### src/rtl/sdx_ctrl_pkg.sv
package sdx_ctrl_pkg;

  // value equals {mode_hi, mode_lo}
  typedef enum logic [1:0] {
    MD_DOWN = 2'b00,
    MD_LOW  = 2'b01,
    MD_MID  = 2'b10,
    MD_HIGH = 2'b11
  } mode_t;

  typedef enum logic [1:0] {
    PH_OFF,
    PH_SER,
    PH_DES,
    PH_GAP
  } phase_t;

  typedef struct packed {
    logic ser_en;
    logic cap_en;
    logic ser_oe;
    logic des_en;
    logic par_oe;
    logic wclk_hold_hi;
  } path_en_t;

  localparam logic [1:0] RATE_LOW  = 2'd0;
  localparam logic [1:0] RATE_MID  = 2'd1;
  localparam logic [1:0] RATE_HIGH = 2'd2;

  function automatic path_en_t path_decode(input phase_t ph);
    path_en_t e;
    e = '0;
    case (ph)
      PH_SER: begin
        e.ser_en       = 1'b1;
        e.cap_en       = 1'b1;
        e.ser_oe       = 1'b1;
        e.wclk_hold_hi = 1'b1;
      end
      PH_DES: begin
        e.des_en = 1'b1;
        e.par_oe = 1'b1;
      end
      PH_GAP:  e.wclk_hold_hi = 1'b1;
      default: e = '0;
    endcase
    return e;
  endfunction

  function automatic logic [1:0] rate_of(input mode_t m);
    case (m)
      MD_MID:  return RATE_MID;
      MD_HIGH: return RATE_HIGH;
      default: return RATE_LOW;
    endcase
  endfunction

endpackage

### src/rtl/sdx_sync.sv
module sdx_sync #(
  parameter int WIDTH  = 4,
  parameter int STAGES = 2
) (
  input  logic             clk,
  input  logic             rst,
  input  logic [WIDTH-1:0] d,
  output logic [WIDTH-1:0] q
);

  logic [WIDTH-1:0] stg [STAGES];

  for (genvar i = 0; i < STAGES; i++) begin : g_stage
    if (i == 0) begin : g_first
      always_ff @(posedge clk) begin
        if (rst) stg[i] <= '0;
        else     stg[i] <= d;
      end
    end else begin : g_next
      always_ff @(posedge clk) begin
        if (rst) stg[i] <= '0;
        else     stg[i] <= stg[i-1];
      end
    end
  end

  assign q = stg[STAGES-1];

endmodule

### src/rtl/sdx_lock_timer.sv
module sdx_lock_timer
  import sdx_ctrl_pkg::*;
#(
  parameter int LOCK_CYCLES = 4096
) (
  input  logic  clk,
  input  logic  rst,
  input  mode_t mode,
  input  logic  ref_act,
  input  logic  ref_tick,
  output logic  clk_gen_en,
  output logic  lock_done
);

  localparam int CW = $clog2(LOCK_CYCLES + 1);
  localparam logic [CW-1:0] LAST = CW'(LOCK_CYCLES - 1);

  mode_t         mode_q;
  logic [CW-1:0] cnt;

  always_ff @(posedge clk) begin
    if (rst || mode == MD_DOWN) begin
      mode_q     <= MD_DOWN;
      clk_gen_en <= 1'b0;
      cnt        <= '0;
      lock_done  <= 1'b0;
    end else if (mode != mode_q) begin
      // new range (or power-up): the clock generator must lock again
      mode_q     <= mode;
      clk_gen_en <= clk_gen_en | ref_act;
      cnt        <= '0;
      lock_done  <= 1'b0;
    end else begin
      if (ref_act) clk_gen_en <= 1'b1;
      if (clk_gen_en && ref_tick && !lock_done) begin
        if (cnt == LAST) lock_done <= 1'b1;
        cnt <= CW'(cnt + 1'b1);
      end
    end
  end

endmodule

### src/rtl/sdx_dir_seq.sv
module sdx_dir_seq
  import sdx_ctrl_pkg::*;
#(
  parameter int GAP_CYCLES = 1
) (
  input  logic     clk,
  input  logic     rst,
  input  logic     pd,
  input  logic     dir_ser,
  output path_en_t en
);

  localparam int GW = $clog2(GAP_CYCLES + 1);
  localparam logic [GW-1:0] GAP_LAST = GW'(GAP_CYCLES - 1);

  phase_t        phase, phase_d;
  logic [GW-1:0] gap, gap_d;

  always_comb begin
    phase_d = phase;
    gap_d   = gap;
    if (pd) begin
      phase_d = PH_OFF;
      gap_d   = '0;
    end else begin
      case (phase)
        PH_OFF: phase_d = dir_ser ? PH_SER : PH_DES;
        PH_SER: if (!dir_ser) begin
          phase_d = PH_GAP;
          gap_d   = '0;
        end
        PH_DES: if (dir_ser) begin
          phase_d = PH_GAP;
          gap_d   = '0;
        end
        PH_GAP: begin
          if (gap == GAP_LAST) phase_d = dir_ser ? PH_SER : PH_DES;
          else                 gap_d   = GW'(gap + 1'b1);
        end
        default: phase_d = PH_OFF;
      endcase
    end
  end

  always_ff @(posedge clk) begin
    if (rst) begin
      phase <= PH_OFF;
      gap   <= '0;
      en    <= '0;
    end else begin
      phase <= phase_d;
      gap   <= gap_d;
      en    <= path_decode(phase_d);
    end
  end

endmodule

### src/rtl/sdx_mode_dir_ctrl.sv
module sdx_mode_dir_ctrl
  import sdx_ctrl_pkg::*;
#(
  parameter int SYNC_STAGES = 2,
  parameter int LOCK_CYCLES = 4096,
  parameter int GAP_CYCLES  = 1
) (
  input  logic       clk,
  input  logic       rst,
  input  logic       mode_lo,
  input  logic       mode_hi,
  input  logic       dir_in,
  input  logic       ref_active,
  input  logic       ref_tick,
  output logic       dir_out,
  output logic       core_rst,
  output logic       out_hiz,
  output logic       ser_en,
  output logic       cap_en,
  output logic       ser_oe,
  output logic       des_en,
  output logic       par_oe,
  output logic       wclk_hold_hi,
  output logic       clk_gen_en,
  output logic       ser_ready,
  output logic [1:0] rate_sel,
  output logic       half_rate
);

  localparam int SW = 4;

  logic [SW-1:0] pins_s;
  mode_t         mode_s;
  logic          dir_s, act_s, pd, lock_done;
  path_en_t      en;

  sdx_sync #(.WIDTH(SW), .STAGES(SYNC_STAGES)) u_sync (
    .clk (clk),
    .rst (rst),
    .d   ({mode_hi, mode_lo, dir_in, ref_active}),
    .q   (pins_s)
  );

  assign mode_s = mode_t'(pins_s[3:2]);
  assign dir_s  = pins_s[1];
  assign act_s  = pins_s[0];
  assign pd     = (mode_s == MD_DOWN);

  sdx_lock_timer #(.LOCK_CYCLES(LOCK_CYCLES)) u_lock (
    .clk        (clk),
    .rst        (rst),
    .mode       (mode_s),
    .ref_act    (act_s),
    .ref_tick   (ref_tick),
    .clk_gen_en (clk_gen_en),
    .lock_done  (lock_done)
  );

  sdx_dir_seq #(.GAP_CYCLES(GAP_CYCLES)) u_seq (
    .clk     (clk),
    .rst     (rst),
    .pd      (pd),
    .dir_ser (dir_s),
    .en      (en)
  );

  // turn-around output for a slave: not reset, so it follows the pin in every state
  always_ff @(posedge clk) dir_out <= ~dir_in;

  always_ff @(posedge clk) begin
    if (rst) begin
      core_rst  <= 1'b1;
      out_hiz   <= 1'b1;
      rate_sel  <= RATE_LOW;
      half_rate <= 1'b0;
    end else begin
      core_rst  <= pd;
      out_hiz   <= pd;
      rate_sel  <= rate_of(mode_s);
      half_rate <= (mode_s == MD_HIGH);
    end
  end

  assign ser_en       = en.ser_en;
  assign cap_en       = en.cap_en;
  assign ser_oe       = en.ser_oe;
  assign des_en       = en.des_en;
  assign par_oe       = en.par_oe;
  assign wclk_hold_hi = en.wclk_hold_hi;
  assign ser_ready    = lock_done & en.ser_en;

endmodule

### config.mk
export PLATFORM = sky130hd
export DESIGN_NAME = sdx_mode_dir_ctrl
export DESIGN_NICKNAME = d
export VERILOG_FILES = /design/src/rtl/sdx_ctrl_pkg.sv /design/src/rtl/sdx_sync.sv /design/src/rtl/sdx_lock_timer.sv /design/src/rtl/sdx_dir_seq.sv /design/src/rtl/sdx_mode_dir_ctrl.sv
export SDC_FILE = /design/constraint.sdc
export NUM_CORES = 1
export LEC_CHECK = 0
export ABC_AREA = 1
export BUFFER_PORTS_ARGS = -buffer_cell sky130_fd_sc_hd__buf_2
export CAP_MARGIN = 20
export CELL_PAD_IN_SITES_DETAIL_PLACEMENT = 0
export CELL_PAD_IN_SITES_GLOBAL_PLACEMENT = 1
export CORE_MARGIN = 2
export CORE_UTILIZATION = 42
export CTS_BUF_LIST = sky130_fd_sc_hd__clkbuf_2
export DETAILED_ROUTE_END_ITERATION = 6
export GPL_ROUTABILITY_DRIVEN = 0
export PLACE_DENSITY = 0.86
export SKIP_CTS_REPAIR_TIMING = 1
export SYNTH_ARGS = -nofsm -noshare
export SYNTH_HDL_FRONTEND = slang
export SYNTH_SLANG_ARGS = --single-unit
### constraint.sdc
create_clock -name clk -period 1.54 [get_ports clk]
set_input_delay 0.231 -clock clk [delete_from_list [all_inputs] [get_ports clk]]
set_output_delay 0.231 -clock clk [all_outputs]
set_load 0.05 [all_outputs]
# [Yosys cells after proc, flatten, opt, wreduce, memory -nomap -nowiden]
# Memory sizes are Yosys's and may differ from the RTL's.
# Index checks and enable logic that the tools add are counted.
[word_totals] mem_bits_rw=8 output_inout_bits=14 register_bits=31 inputBits=7 memories=1
[op_classes] eq_ne=12 n_addsub=2 bitwise_logic=5 reduce_logical=13 n_mux=21
[mem_list] memory="u_sync.stg" depth=2 width=4 rd=2 rd_clocked_by_memory_dff=0 write_ports=2 line_no="sdx_sync.sv:11" source="logic [WIDTH-1:0] stg [STAGES];"
[ops] cell="$add 13x1->13 const B" count=1
[ops] cell="$eq 13x12->1 const B" count=1
[ops] cell="$eq 2x2->1 const B" count=6
[ops] cell="$mux 2" count=6
[ops] cell="$mux 1" count=9
[ops] cell="$mux 4" count=2
[ops] cell="$pmux 2 s4" count=1
[ops] cell="$reduce_or 2->1" count=3
[ops] cell="$eq 2x1->1 const B" count=2
[ops] cell="$logic_not 2->1" count=2
[ops] cell="$ne 2x2->1 const B" count=2
[ops] cell="$pmux 2 s2" count=1
[ops] cell="$mux 3" count=1
[ops] cell="$or 1x1->1" count=3
[ops] cell="$pmux 1 s3" count=1
[ops] cell="$reduce_and 3->1" count=1
[ops] cell="$reduce_bool 3->1" count=1
[ops] cell="$logic_and 1x1->1" count=2
[ops] cell="$ne 2x2->1" count=1
[ops] cell="$reduce_and 2->1" count=1
[ops] cell="$reduce_bool 2->1" count=1
[ops] cell="$add 1x1->1 const B" count=1
[ops] cell="$and 1x1->1" count=1
[ops] cell="$logic_not 1->1" count=1
[ops] cell="2 further kinds" count=2

# [Logic depth before layout (Yosys ltp)]
[depth] depth_word=7 mapped_depth=7 depth_no_buf=7

# [Hierarchy]
# A second synthesis with hierarchy kept.
[unflattened] cells_unflattened=184 hier_area_um2=1402.6
[modules_own_cells] module="sdx_lock_timer" instances=1 seq_area_each_um2=340.3 area_each_um2=855.8 cells_each=120
[modules_own_cells] module="sdx_sync" instances=1 seq_area_each_um2=160.2 area_each_um2=231.5 cells_each=25
[modules_own_cells] module="sdx_dir_seq" instances=1 seq_area_each_um2=80.1 area_each_um2=165.2 cells_each=22
[modules_own_cells] module="sdx_mode_dir_ctrl" instances=1 seq_area_each_um2=100.1 area_each_um2=150.1 cells_each=17

# [Worst setup path after synthesis]
# Ideal clock, no wire load.
[synth_timing] path_kind="register -> register" start="register u_lock.clk_gen_en" end="register u_lock.cnt[11]" setup_slack_ps=133 t_arrival_ps=1294 n_path_buf=0 required_ps=1427 stages_incl_launch_ff=6 setup_time_ps=113 cell_sequence="dfxtp_1 > nand3_4 > nor2_8 > nand3_1 > nor2_1 > nor2_1"
[synth_via] elab_chain_cells=2
[synth_rtl] element="start: declaration" line_no="sdx_lock_timer.sv:11" source="output logic clk_gen_en,"
[synth_rtl] element="start signal: assignment" line_no="sdx_lock_timer.sv:30" source="clk_gen_en <= clk_gen_en | ref_act;"
[synth_rtl] element="$logic_and 1x1->1 (2 in a row)" line_no="sdx_lock_timer.sv:35" source="if (clk_gen_en && ref_tick && !lock_done) begin"
[synth_rtl] element="end signal: assignment" line_no="sdx_lock_timer.sv:37" source="cnt <= CW'(cnt + 1'b1);"
[synth_rtl] element="end: declaration" line_no="sdx_lock_timer.sv:19" source="logic [CW-1:0] cnt;"
# Every way passes these cells.
# A chain may end at the register's enable or synchronous reset.

# [Final worst setup path]
[layout_timing] start="register u_lock.clk_gen_en" end="output port clk_gen_en"
[layout_lines] element="end: declaration" line_no="sdx_mode_dir_ctrl.sv:24" source="output logic clk_gen_en,"
# No word-level cell between the ends.

==> summary.md <==
| Metric | Value |
|---|---|
| Die X | `61.4 um` |
| Critical Path Source Type | `flip-flop` |
| Initial Utilization | `44.6%` |
| H-tree Lvls | `2` |
| Die area | `3770 um^2` |
| ANT nets after route | `0` |
| Initial antenna violation count | `0` |
| CTS root buf | `clkbuf_2` |
| Outcome | `finished, final reports clean` |
| Routed vias/inst | `4.26` |
| Synth Area in Compound Gates | `4.25%` |
| Die Y | `61.4 um` |
| Grt met3 use | `6.30%` |
| Critical Path Slowest Stage Cell | `dfxtp_1` |
| Worst path cell trace | `buf_2` |
| Leakage | `0.738 nW` |
| Grt total ovfl | `0` |
| Peak VDD IR | `0.735 mV` |
| Multi-input logic area | `532 um^2` |
| Drt first pass iters | `4` |
| CP endpoint kind | `output pin` |
| Largest family of logic cells by synthesized area | `simple AND/OR/NAND/NOR gates` |
| Worst path required time | `1310 ps` |
| Num CTS Buffers | `5` |
| Nets | `210` |
| DR WL/cell | `8.98 um` |
| Hpwl dp | `1660 um` |
| Pin count of the biggest net entering global routing | `13` |
| Top delay family on crit path | `flip-flops` |
| Dpl cell area | `1500 um^2` |
| Fill count | `317` |
| Avg Inst Size Synth | `7.72 um^2` |
| Final Critical Period | `1370 ps` |
| Max-cap violation count | `0` |
| Final setup fails | `0` |
| CTS tree | `yes` |
| Worst Tran Pin Value | `255 ps` |
| Hold Path Sink | `u_sync.stg[0][3]` |
| Final Util | `51.6%` |
| R2R cell count | `7` |
| Flops & latches, synth | `34` |
| CORE AREA | `3100 um^2` |
| Synth Area in Simple Gates | `31.4%` |
| Clock sinks | `34` |
| Global Route Usage Sum | `14.2%` |
| Worst hold path type | `in2reg` |
| RSZ-0062 raised after global routing | `no` |
| Post-synth top area share | `49.2%` |
| Setup CP Type | `reg2out` |
| Most Crowded Layer GR | `met2` |
| Register area | `681 um^2` |
| Mux contribution to synthesized area | `0%` |
| Synthesized-area fraction occupied by adder cells | `0.905%` |
| R2R setup slack | `280 ps` |
| Port Buf Inserts | `20` |
| Site Rows | `20` |
| Via Count | `1,051` |
| YS warnings | `0` |
| Mapped Cells | `179` |
| Worst r2r dst | `u_lock.cnt[6]` |
| Hold Crit Start | `mode_hi` |
| Final Cell Area | `1600 um^2` |
| Met1 GRT Util | `17.3%` |
| Worst-path clk slew | `190 ps` |
| Vias in the first global route | `926` |
| CP bufs+invs | `1` |
| Area delta synth->final | `15.7%` |
| Largest buffer count on any clock path | `2` |
| Cell Pwr Density | `1100 nW/um^2` |
| Post-Syn Area | `1380 um^2` |
| Synth top area cells | `dfxtp_1 49%, nor2_1 11%, nand2_1 9.8%, inv_1 8.1%, nand3_4 2.5%` |
| FF-to-FF Start | `u_lock.cnt[0]` |
| Tcrit/Tclk final | `88.7%` |
| Max_slew headroom | `82.9%` |
| GR Util met2 | `21.7%` |
| Worst path max stage delay | `460 ps` |
| Leading area contributor after synthesis | `dfxtp_1` |
| Critical Path Fanout Max | `4` |
| First-pass GRT wire length | `3830 um` |
| Slew Viols, Final | `0` |
| Syn nets | `187` |
| Skew-Pair Late Insertion Delay | `370 ps` |
| # IOs | `21` |
| Total Routed Length | `2220 um` |
| XOR/XNOR Fraction of Synth Area | `1.90%` |
| Max Fclk | `732 MHz` |
| Total negative setup slack | `0 ps` |
| Commonest non-fill, non-tap cell in the layout | `nor2_1` |
| Sequential element share of the synthesized area | `49.2%` |
| Data arrival, critical path | `1140 ps` |
| Layout cell share with drive strength beyond 1 | `19.7%` |
| Most frequent cells in the layout | `40 x nor2_1, 36 x nand2_1, 34 x dfxtp_1` |
| Antenna cell count | `0` |
| Hold Violations, Final | `0` |
| Clk_skew | `12.9 ps` |
| Netlist cell types | `24` |
| Post-route DRC | `0` |
| Initial DRC count | `53` |
| Hold Path Depth | `3` |
sequential cells by signal, indices dropped and copies added, names as in the netlist:
name / cells
u_lock.cnt: 13
u_sync.stg: 8
rate_sel: 2
u_lock.mode_q: 2
u_seq.en: 2
u_seq.phase: 2
dir_out: 1
half_rate: 1
out_hiz: 1
u_lock.clk_gen_en: 1
u_lock.lock_done: 1
where the power goes:
part / internal (W) / switching (W) / total [W]
logic: 0.0000271 / 0.0000683 / 0.0000954
registers: 0.000899 / 0.00000685 / 0.000906
clock network: 0.000441 / 0.000312 / 0.000753
routing by layer:
| layer | wire length [um] | up-vias |
|---|---|---|
| met5 | 0 | - |
| met4 | 24 | 0 |
| met3 | 91 | 4 |
| met2 | 1090 | 18 |
| met1 | 1020 | 456 |
| li1 | - | 573 |
worst max path at each step:
| stage | start | end | cells after the start |
|---|---|---|---|
| 2_1_floorplan | u_lock.clk_gen_en | u_lock.cnt[11] | 5 |
| 4_1_cts | u_lock.clk_gen_en | clk_gen_en | 1 |
| 3_5_place_dp | rst | u_lock.cnt[11] | 8 |
| 3_3_place_gp | rst | u_lock.cnt[2] | 8 |
| 6_report | u_lock.clk_gen_en | clk_gen_en | 1 |
| 5_1_grt | u_lock.lock_done | ser_ready | 3 |
worst register-to-register path, delay by kind of cell, from the launching register on:
family,cells,cell delay (ps)
AND/OR/NAND/NOR,6,600
adder cells (fa/ha/maj),1,190
flip-flops,1,430
area by class of cell:
type	count	share of cell area, %
clock buffers	5	1.56
clock inverters	3	4.30
inverters	33	8.05
multi-input cells	107	33.2
flip-flops and latches	34	42.5
well taps	44	3.44
repair buffers	21	6.88
synthesized netlist by cell type:
cell type and instances:
nand3_1 6, nor2_1 40, nand4_1 3, xor2_1 1, a21oi_1 4, nor2_2 2
nor2_8 1, inv_1 30, inv_6 1, nor2_4 1, nand2_1 36, xnor2_1 2
a21o_1 1, buf_4 4, nand3_2 1, buf_6 1, ha_1 1, nand2_2 1
o21ai_0 3, dfxtp_1 34, inv_2 2, o21ai_4 1, nand3_4 2, nor3_1 1
logic make-up (layout without fill, tap and decap cells):
kind of cell	Yosys count	in the layout
adder cells (fa/ha/maj)	1	1
XOR/XNOR	3	3
buffers and inverters	38	62
AND/OR/NAND/NOR	94	94
AO/OA/AOI/OAI	9	9
flip-flops	34	34
through the flow:
| step | hold WS [ps] | total power, W | worst slack [ps] | cells |
|---|---|---|---|---|
| 4_1_cts | -37.8 | 0.00178 | 136 | 246 |
| 3_5_place_dp | 398 | 0.00102 | 304 | 238 |
| 5_1_grt | 1.63 | 0.00183 | 54.1 | 247 |
| 3_3_place_gp | 391 | 0.00102 | 324 | 238 |
| 6_report | 41.8 | 0.00175 | 174 | 247 |
| 2_1_floorplan | 307 | 0.00100 | 133 | 179 |
Power figures use the tool's default switching activity.
